## src/rtl/enc_cnt_pkg.sv

```systemverilog
package enc_cnt_pkg;

    typedef enum logic [1:0] {
        MODE_QUAD    = 2'd0,
        MODE_BIN     = 2'd1,
        MODE_DIRLVL  = 2'd2,
        MODE_TWOEDGE = 2'd3
    } cnt_mode_e;

    localparam int FILT_NW = 4;

    typedef struct packed {
        logic               max_az;
        logic               min_az;
        logic [FILT_NW-1:0] filt_n;
        logic               z_clears;
        cnt_mode_e          mode;
    } ctrl_t;

    localparam logic [2:0] ADDR_CTRL = 3'd0;
    localparam logic [2:0] ADDR_MIN  = 3'd1;
    localparam logic [2:0] ADDR_MAX  = 3'd2;
    localparam logic [2:0] ADDR_LOAD = 3'd3;
    localparam logic [2:0] ADDR_CLR  = 3'd4;

    function automatic logic [1:0] gray_to_bin(input logic [1:0] g);
        return {g[1], g[1] ^ g[0]};
    endfunction

endpackage

```

## src/rtl/enc_debounce.sv

```systemverilog
module enc_debounce #(
    parameter int NW = 4
) (
    input  logic          clk,
    input  logic          rst,
    input  logic          raw_i,
    input  logic [NW-1:0] filt_n_i,
    output logic          lvl_o
);
    localparam int CNT_W = 1 << NW;

    logic             sync1_q, sync2_q, held_q;
    logic [CNT_W-1:0] run_q;
    logic [CNT_W-1:0] limit;

    assign limit = (CNT_W'(1) << filt_n_i) - CNT_W'(1);

    always_ff @(posedge clk) begin
        if (rst) begin
            sync1_q <= 1'b0;
            sync2_q <= 1'b0;
            held_q  <= 1'b0;
            run_q   <= '0;
        end else begin
            sync1_q <= raw_i;
            sync2_q <= sync1_q;
            if (filt_n_i == '0) begin
                held_q <= sync2_q;
                run_q  <= '0;
            end else if (sync2_q == held_q) begin
                run_q <= '0;
            end else if (run_q == limit) begin
                held_q <= sync2_q;
                run_q  <= '0;
            end else begin
                run_q <= run_q + CNT_W'(1);
            end
        end
    end

    assign lvl_o = (filt_n_i == '0) ? sync2_q : held_q;


    db_accept_chk: assert property (@(posedge clk) disable iff (rst)
        ($past(filt_n_i) != '0 && held_q != $past(held_q)) |-> ($past(sync2_q) != $past(held_q)));

endmodule

```

## src/rtl/enc_step_decode.sv

```systemverilog
module enc_step_decode
    import enc_cnt_pkg::*;
(
    input  logic              clk,
    input  logic              rst,
    input  cnt_mode_e         mode_i,
    input  logic              a_i,
    input  logic              b_i,
    input  logic              z_i,
    output logic signed [3:0] step_o,
    output logic              quad_err_o,
    output logic              z_rise_o
);
    logic       pa_q, pb_q, pz_q;
    logic [1:0] qdiff;

    always_ff @(posedge clk) begin
        if (rst) begin
            pa_q <= 1'b0;
            pb_q <= 1'b0;
            pz_q <= 1'b0;
        end else begin
            pa_q <= a_i;
            pb_q <= b_i;
            pz_q <= z_i;
        end
    end

    assign qdiff = gray_to_bin({a_i, b_i}) - gray_to_bin({pa_q, pb_q});

    always_comb begin
        step_o     = 4'sd0;
        quad_err_o = 1'b0;
        unique case (mode_i)
            MODE_QUAD: begin
                case (qdiff)
                    2'd1:    step_o = 4'sd1;
                    2'd3:    step_o = -4'sd1;
                    2'd2:    quad_err_o = 1'b1;
                    default: step_o = 4'sd0;
                endcase
            end
            MODE_BIN: begin
                step_o = $signed({2'b00, a_i, b_i}) - $signed({2'b00, pa_q, pb_q});
            end
            MODE_DIRLVL: begin
                if (b_i && !pb_q) step_o = a_i ? 4'sd1 : -4'sd1;
            end
            MODE_TWOEDGE: begin
                step_o = $signed({3'b000, a_i & ~pa_q}) - $signed({3'b000, b_i & ~pb_q});
            end
            default: step_o = 4'sd0;
        endcase
    end

    assign z_rise_o = z_i & ~pz_q;

endmodule

```

## src/rtl/enc_count_core.sv

```systemverilog
module enc_count_core
    import enc_cnt_pkg::*;
#(
    parameter int CW = 32
) (
    input  logic                 clk,
    input  logic                 rst,
    input  ctrl_t                ctrl_i,
    input  logic signed [CW-1:0] lo_lim_i,
    input  logic signed [CW-1:0] hi_lim_i,
    input  logic signed [3:0]    step_i,
    input  logic                 quad_err_i,
    input  logic                 z_rise_i,
    input  logic                 ld_i,
    input  logic [CW-1:0]        ld_val_i,
    input  logic [2:0]           clr_i,
    output logic signed [CW-1:0] count_o,
    output logic                 evt_o,
    output logic                 btn_o,
    output logic                 min_flag_o,
    output logic                 max_flag_o,
    output logic                 err_flag_o
);
    logic signed [CW-1:0] cand, nxt, step_ext;
    logic                 evt_d, set_min, set_max, zclr;

    assign step_ext = {{(CW-4){step_i[3]}}, step_i};
    assign cand     = count_o + step_ext;
    assign zclr     = z_rise_i && ctrl_i.z_clears;

    always_comb begin
        nxt     = count_o;
        evt_d   = 1'b0;
        set_min = 1'b0;
        set_max = 1'b0;
        if (ld_i) begin
            nxt = $signed(ld_val_i);
        end else if (zclr) begin
            nxt = '0;
        end else if (step_i != 4'sd0) begin
            evt_d = 1'b1;
            if (cand > hi_lim_i) begin
                if (ctrl_i.max_az) nxt = '0;
                else begin
                    nxt     = cand;
                    set_max = 1'b1;
                end
            end else if (cand < lo_lim_i) begin
                if (ctrl_i.min_az) nxt = '0;
                else begin
                    nxt     = cand;
                    set_min = 1'b1;
                end
            end else begin
                nxt = cand;
            end
        end
    end

    always_ff @(posedge clk) begin
        if (rst) begin
            count_o    <= '0;
            evt_o      <= 1'b0;
            btn_o      <= 1'b0;
            min_flag_o <= 1'b0;
            max_flag_o <= 1'b0;
            err_flag_o <= 1'b0;
        end else begin
            count_o    <= nxt;
            evt_o      <= evt_d;
            btn_o      <= z_rise_i && !ctrl_i.z_clears;
            min_flag_o <= (min_flag_o & ~clr_i[0]) | set_min;
            max_flag_o <= (max_flag_o & ~clr_i[1]) | set_max;
            err_flag_o <= (err_flag_o & ~clr_i[2]) | quad_err_i;
        end
    end


    count_hold_chk: assert property (@(posedge clk) disable iff (rst)
        (!evt_o && !$past(ld_i) && !$past(zclr)) |-> (count_o == $past(count_o)));


    quad_hold_chk: assert property (@(posedge clk) disable iff (rst)
        $past(quad_err_i && !ld_i && !zclr) |-> (count_o == $past(count_o)));


    err_sticky_chk: assert property (@(posedge clk) disable iff (rst)
        ($past(err_flag_o) && !$past(clr_i[2])) |-> err_flag_o);


    max_sticky_chk: assert property (@(posedge clk) disable iff (rst)
        ($past(max_flag_o) && !$past(clr_i[1])) |-> max_flag_o);


    zero_clear_chk: assert property (@(posedge clk) disable iff (rst)
        $past(zclr && !ld_i) |-> (count_o == '0 && !evt_o));

endmodule

```

## src/rtl/enc_event_counter.sv

```systemverilog
module enc_event_counter
    import enc_cnt_pkg::*;
#(
    parameter int CNT_W = 32,
    parameter int AW    = 3
) (
    input  logic             clk,
    input  logic             rst,
    input  logic             enc_a,
    input  logic             enc_b,
    input  logic             enc_z,
    input  logic             cfg_we,
    input  logic [AW-1:0]    cfg_addr,
    input  logic [CNT_W-1:0] cfg_wdata,
    output logic [CNT_W-1:0] count,
    output logic             count_evt,
    output logic             button_evt,
    output logic             min_flag,
    output logic             max_flag,
    output logic             quad_err
);
    localparam int NPIN = 3;

    ctrl_t                   ctrl_q;
    logic signed [CNT_W-1:0] lo_q, hi_q, count_s;
    logic [NPIN-1:0]         pin_raw, pin_lvl;
    logic signed [3:0]       step;
    logic                    q_err, z_rise, ld, unused_bits;
    logic [2:0]              clr;

    assign pin_raw = {enc_z, enc_b, enc_a};

    generate
        for (genvar i = 0; i < NPIN; i++) begin : g_pin
            enc_debounce #(.NW(FILT_NW)) u_db (
                .clk      (clk),
                .rst      (rst),
                .raw_i    (pin_raw[i]),
                .filt_n_i (ctrl_q.filt_n),
                .lvl_o    (pin_lvl[i])
            );
        end
    endgenerate

    always_ff @(posedge clk) begin
        if (rst) begin
            ctrl_q <= '0;
            lo_q   <= {1'b1, {(CNT_W-1){1'b0}}};
            hi_q   <= {1'b0, {(CNT_W-1){1'b1}}};
        end else if (cfg_we) begin
            case (AW'(cfg_addr))
                AW'(ADDR_CTRL): begin
                    ctrl_q.mode     <= cnt_mode_e'(cfg_wdata[1:0]);
                    ctrl_q.z_clears <= cfg_wdata[2];
                    ctrl_q.filt_n   <= cfg_wdata[7:4];
                    ctrl_q.min_az   <= cfg_wdata[8];
                    ctrl_q.max_az   <= cfg_wdata[9];
                end
                AW'(ADDR_MIN): lo_q <= $signed(cfg_wdata);
                AW'(ADDR_MAX): hi_q <= $signed(cfg_wdata);
                default: ;
            endcase
        end
    end

    assign ld          = cfg_we && (cfg_addr == AW'(ADDR_LOAD));
    assign clr         = (cfg_we && (cfg_addr == AW'(ADDR_CLR))) ? cfg_wdata[2:0] : 3'b000;
    assign unused_bits = ^{cfg_wdata[CNT_W-1:10], cfg_wdata[3]};

    enc_step_decode u_dec (
        .clk        (clk),
        .rst        (rst),
        .mode_i     (ctrl_q.mode),
        .a_i        (pin_lvl[0]),
        .b_i        (pin_lvl[1]),
        .z_i        (pin_lvl[2]),
        .step_o     (step),
        .quad_err_o (q_err),
        .z_rise_o   (z_rise)
    );

    enc_count_core #(.CW(CNT_W)) u_core (
        .clk        (clk),
        .rst        (rst),
        .ctrl_i     (ctrl_q),
        .lo_lim_i   (lo_q),
        .hi_lim_i   (hi_q),
        .step_i     (step),
        .quad_err_i (q_err),
        .z_rise_i   (z_rise),
        .ld_i       (ld),
        .ld_val_i   (cfg_wdata),
        .clr_i      (clr),
        .count_o    (count_s),
        .evt_o      (count_evt),
        .btn_o      (button_evt),
        .min_flag_o (min_flag),
        .max_flag_o (max_flag),
        .err_flag_o (quad_err)
    );

    assign count = count_s;

endmodule

```

## config.mk

```make
export PLATFORM = sky130hd
export DESIGN_NAME = enc_event_counter
export DESIGN_NICKNAME = d
export VERILOG_FILES = /design/src/rtl/enc_cnt_pkg.sv /design/src/rtl/enc_debounce.sv /design/src/rtl/enc_step_decode.sv /design/src/rtl/enc_count_core.sv /design/src/rtl/enc_event_counter.sv
export SDC_FILE = /design/constraint.sdc
export NUM_CORES = 1
export LEC_CHECK = 0
export BUFFER_PORTS_ARGS = -buffer_cell sky130_fd_sc_hd__buf_2
export CAP_MARGIN = 10
export CORE_UTILIZATION = 35
export DETAILED_ROUTE_END_ITERATION = 12
export SLEW_MARGIN = 25
export SYNTH_ARGS = -nofsm -noshare
export SYNTH_HDL_FRONTEND = slang
export SYNTH_SLANG_ARGS = --single-unit
```

## constraint.sdc

```tcl
create_clock -name clk -period 8.8 [get_ports clk]
set_clock_uncertainty 0.2 [all_clocks]
set_input_delay 0.88 -clock clk [delete_from_list [all_inputs] [get_ports clk]]
set_output_delay 0.88 -clock clk [all_outputs]
set_load 0.005 [all_outputs]
```

==> metrics.cfg <==
[logic_synthesis]
synth_area_um2=10890
yosys_warnings=0
synthArstFlopShare=0
synth_top_family_by_area=simple AND/OR/NAND/NOR gates
synthAdderAreaFrac=0.1202
synth_area_leaders=dfxtp_1 31%, ha_1 12%, nand2_1 6.1%
ys_top_cells_by_count=178 x nand2_1, 170 x dfxtp_1, 119 x nor2_1
synth_compound_area_frac=0.1968
syn_nets=1516
synth-seq-cells=170
synth.top_cell.area_share=0.3126
synth_enable_flop_cells=0
yosysSeqAreaShare=0.3126
synth.area.mux_share=0.01448
syn_inst=1371
yosys.area_share.simple=0.2120
synth_top_area_cell=dfxtp_1
synth-main-ff-cell=dfxtp_1
synth_xor_area_frac=0.08333
yosysMostFrequentCell=nand2_1
synth_cell_types=67
synth_area_per_cell_um2=7.940

[final_layout]
instances_no_fill=1817
fin_area_um2=12160
multi_input_area_um2=6859
drive_gt1_frac=0.1077
diodes=0
fill_cells=3130
final_nets=1553
seqCellArea_um2=3403
areaGrowthSynthToFinish_pct=11.68

[clock_tree]
tritoncts=done
clk_latency_ns=0.45
cts_max_path_buffers=2
clk_pin_slew_ns=0.07
cts.sinks=170
cts_made_buffers=17
cts-root-buf=clkbuf_16
htree_levels=4

[floorplanning]
ioPinCount=78
die_height_um=178.4
die_area_um2=31810
die_w_um=178.4
core_um2=30590
start_util=0.3559
num_rows=64

[worst_hold_path]
hold_class=register to register

[setup_path]
cp.required_ns=8.95
worst_path_largest_cell_delay_ns=0.51
cp_max_fo=32
critPathSlowestCell=dfxtp_1
path_buf_inv=2
end_kind=register
cp_top_family=compound AO/OA/AOI/OAI gates
cp-start-kind=register
crit_type=register to register
crit_arrival_ns=8.21

[route]
postRouteAntennaNets=0
drt_pre_antenna_iters=5
drtIter0Drc=693
vias=9768
avgViaCountPerCell=5.376
wl_mm=30.44
routedWlPerCell_um=16.76
drc=0

[sta]
fin_crit_sh=0.9163
hold_viol=0
maxSlewViolCount=0
grt_setup_unrepaired=false
fmax_ghz=0.1240
fin_setup_tns_ns=0
tightestPinTransition_ns=0.9652
max_slew_margin=0.3565
setup_ws_ns=0.7362
setup_viol_count_final=0
period_needed_ns=8.064

[power]
vdd_drop_max_uv=165.5
powerDensity_nw_per_um2=187.2
total_power_uw=2275
power_leakage_uw=0.005068

[global_route]
grt_pass1_vias=9148
track_usage=0.1951
grt_pass1_wl_mm=48.71
grt_max_degree=83
grt_overflow=0
antenna_found_initial=0

[flow_run]
drv_cap=0

[placed_design]
numPlacedInstances=1783
hpwl_mm=21.81
place_congestion=0.8616
place_ws_ns=0.3064
portBuffers=77
placed_area_um2=11560

[status]
outcome=finished clean

## report_power, final
part	internal, uW	switching [uW]
clock network	397	348
logic	270	410
registers	810	40.3
## sequential cells by signal, summed over array words and instances (netlist names)
name and cells:
u_core.min_flag_o 1, u_dec.pa_q 1, u_core.count_o 32, u_dec.pb_q 1, hi_q 32, g_pin.u_db.run_q 48
lo_q 32, u_core.evt_o 1, g_pin.u_db.sync1_q 3, u_core.err_flag_o 1, g_pin.u_db.sync2_q 3, u_core.btn_o 1
u_dec.pz_q 1, ctrl_q 9, g_pin.u_db.held_q 3, u_core.max_flag_o 1
## what timing repair did
action	4_1_cts	5_1_grt
setup endpoints to repair	0	32
setup buffers	0	2
hold buffers	0	0
endpoints found under the hold margin	0	0
gates resized for setup	0	2
## per-stage QoR
| step | hold slack (ns) | util |
|---|---|---|
| floorplan | 0.1907 | - |
| global placement | 0.2169 | 0.3781 |
| detailed placement | 0.2255 | 0.3781 |
| CTS | 0.2538 | 0.3966 |
| global route | 0.2596 | 0.3974 |
| finish | 0.2508 | 0.3974 |
## metal layers
metal	GRT usage	vias to the layer above	part of all wire
li1	-	4905	-
met1	0.2794	4622	0.50
met2	0.2993	220	0.44
met3	0.03687	21	0.049
met4	0.04520	0	0.011
met5	0	-	0
## worst register-to-register path, delay by kind of cell, from the launching register on
kind,cells,cell delay (ns)
fa+ha+maj,3,0.93
compound gates,12,2.46
mux,2,0.81
xor+xnor,3,0.86
buf+inv,2,0.76
simple gates,6,1.43
flops,1,0.51
## layout make-up
type,count,area share
Tap cell,396,0.04076
Timing Repair Buffer,91,0.04055
Inverter,90,0.02779
Clock buffer,18,0.03530
Multi-Input combinational cell,1038,0.5642
Sequential cell,170,0.2799
Clock inverter,14,0.01142
## cells in the final DEF (no fill, tap or decap), types with 39 or more instances in the layout
| cell | synthesis | routed |
|---|---|---|
| inv_1 | 89 | 89 |
| buf_2 | 11 | 76 |
| o21ai_0 | 40 | 40 |
| nor3_1 | 48 | 47 |
| o211ai_1 | 39 | 39 |
| nand3_1 | 43 | 43 |
| xnor2_1 | 58 | 58 |
| dfxtp_1 | 170 | 170 |
| xor2_1 | 41 | 41 |
| nand2_1 | 178 | 178 |
| nor2_1 | 119 | 117 |
| ha_1 | 103 | 103 |
| a21oi_1 | 117 | 117 |
## cells by family after synthesis
logic type | count (synthesis)
DFF | 170
and+or+nand+nor | 496
adders and majority gates | 104
buffers and inverters | 163
muxes | 15
AOI/OAI and AO/OA | 322
xor gates and xnor gates | 101
## path summary, 6_finish.rpt
kind	start	to	slack [ns]	depth (start not counted)
worst max-delay path	ctrl_q[3]	u_core.count_o[16]	0.74	28
worst min-delay path	u_dec.pz_q	u_core.btn_o	0.25	1
worst max register to register	ctrl_q[3]	u_core.count_o[16]	0.74	28
worst min register to register	u_dec.pz_q	u_core.btn_o	0.25	1
Note: power is estimated with default switching activity, not from simulation.
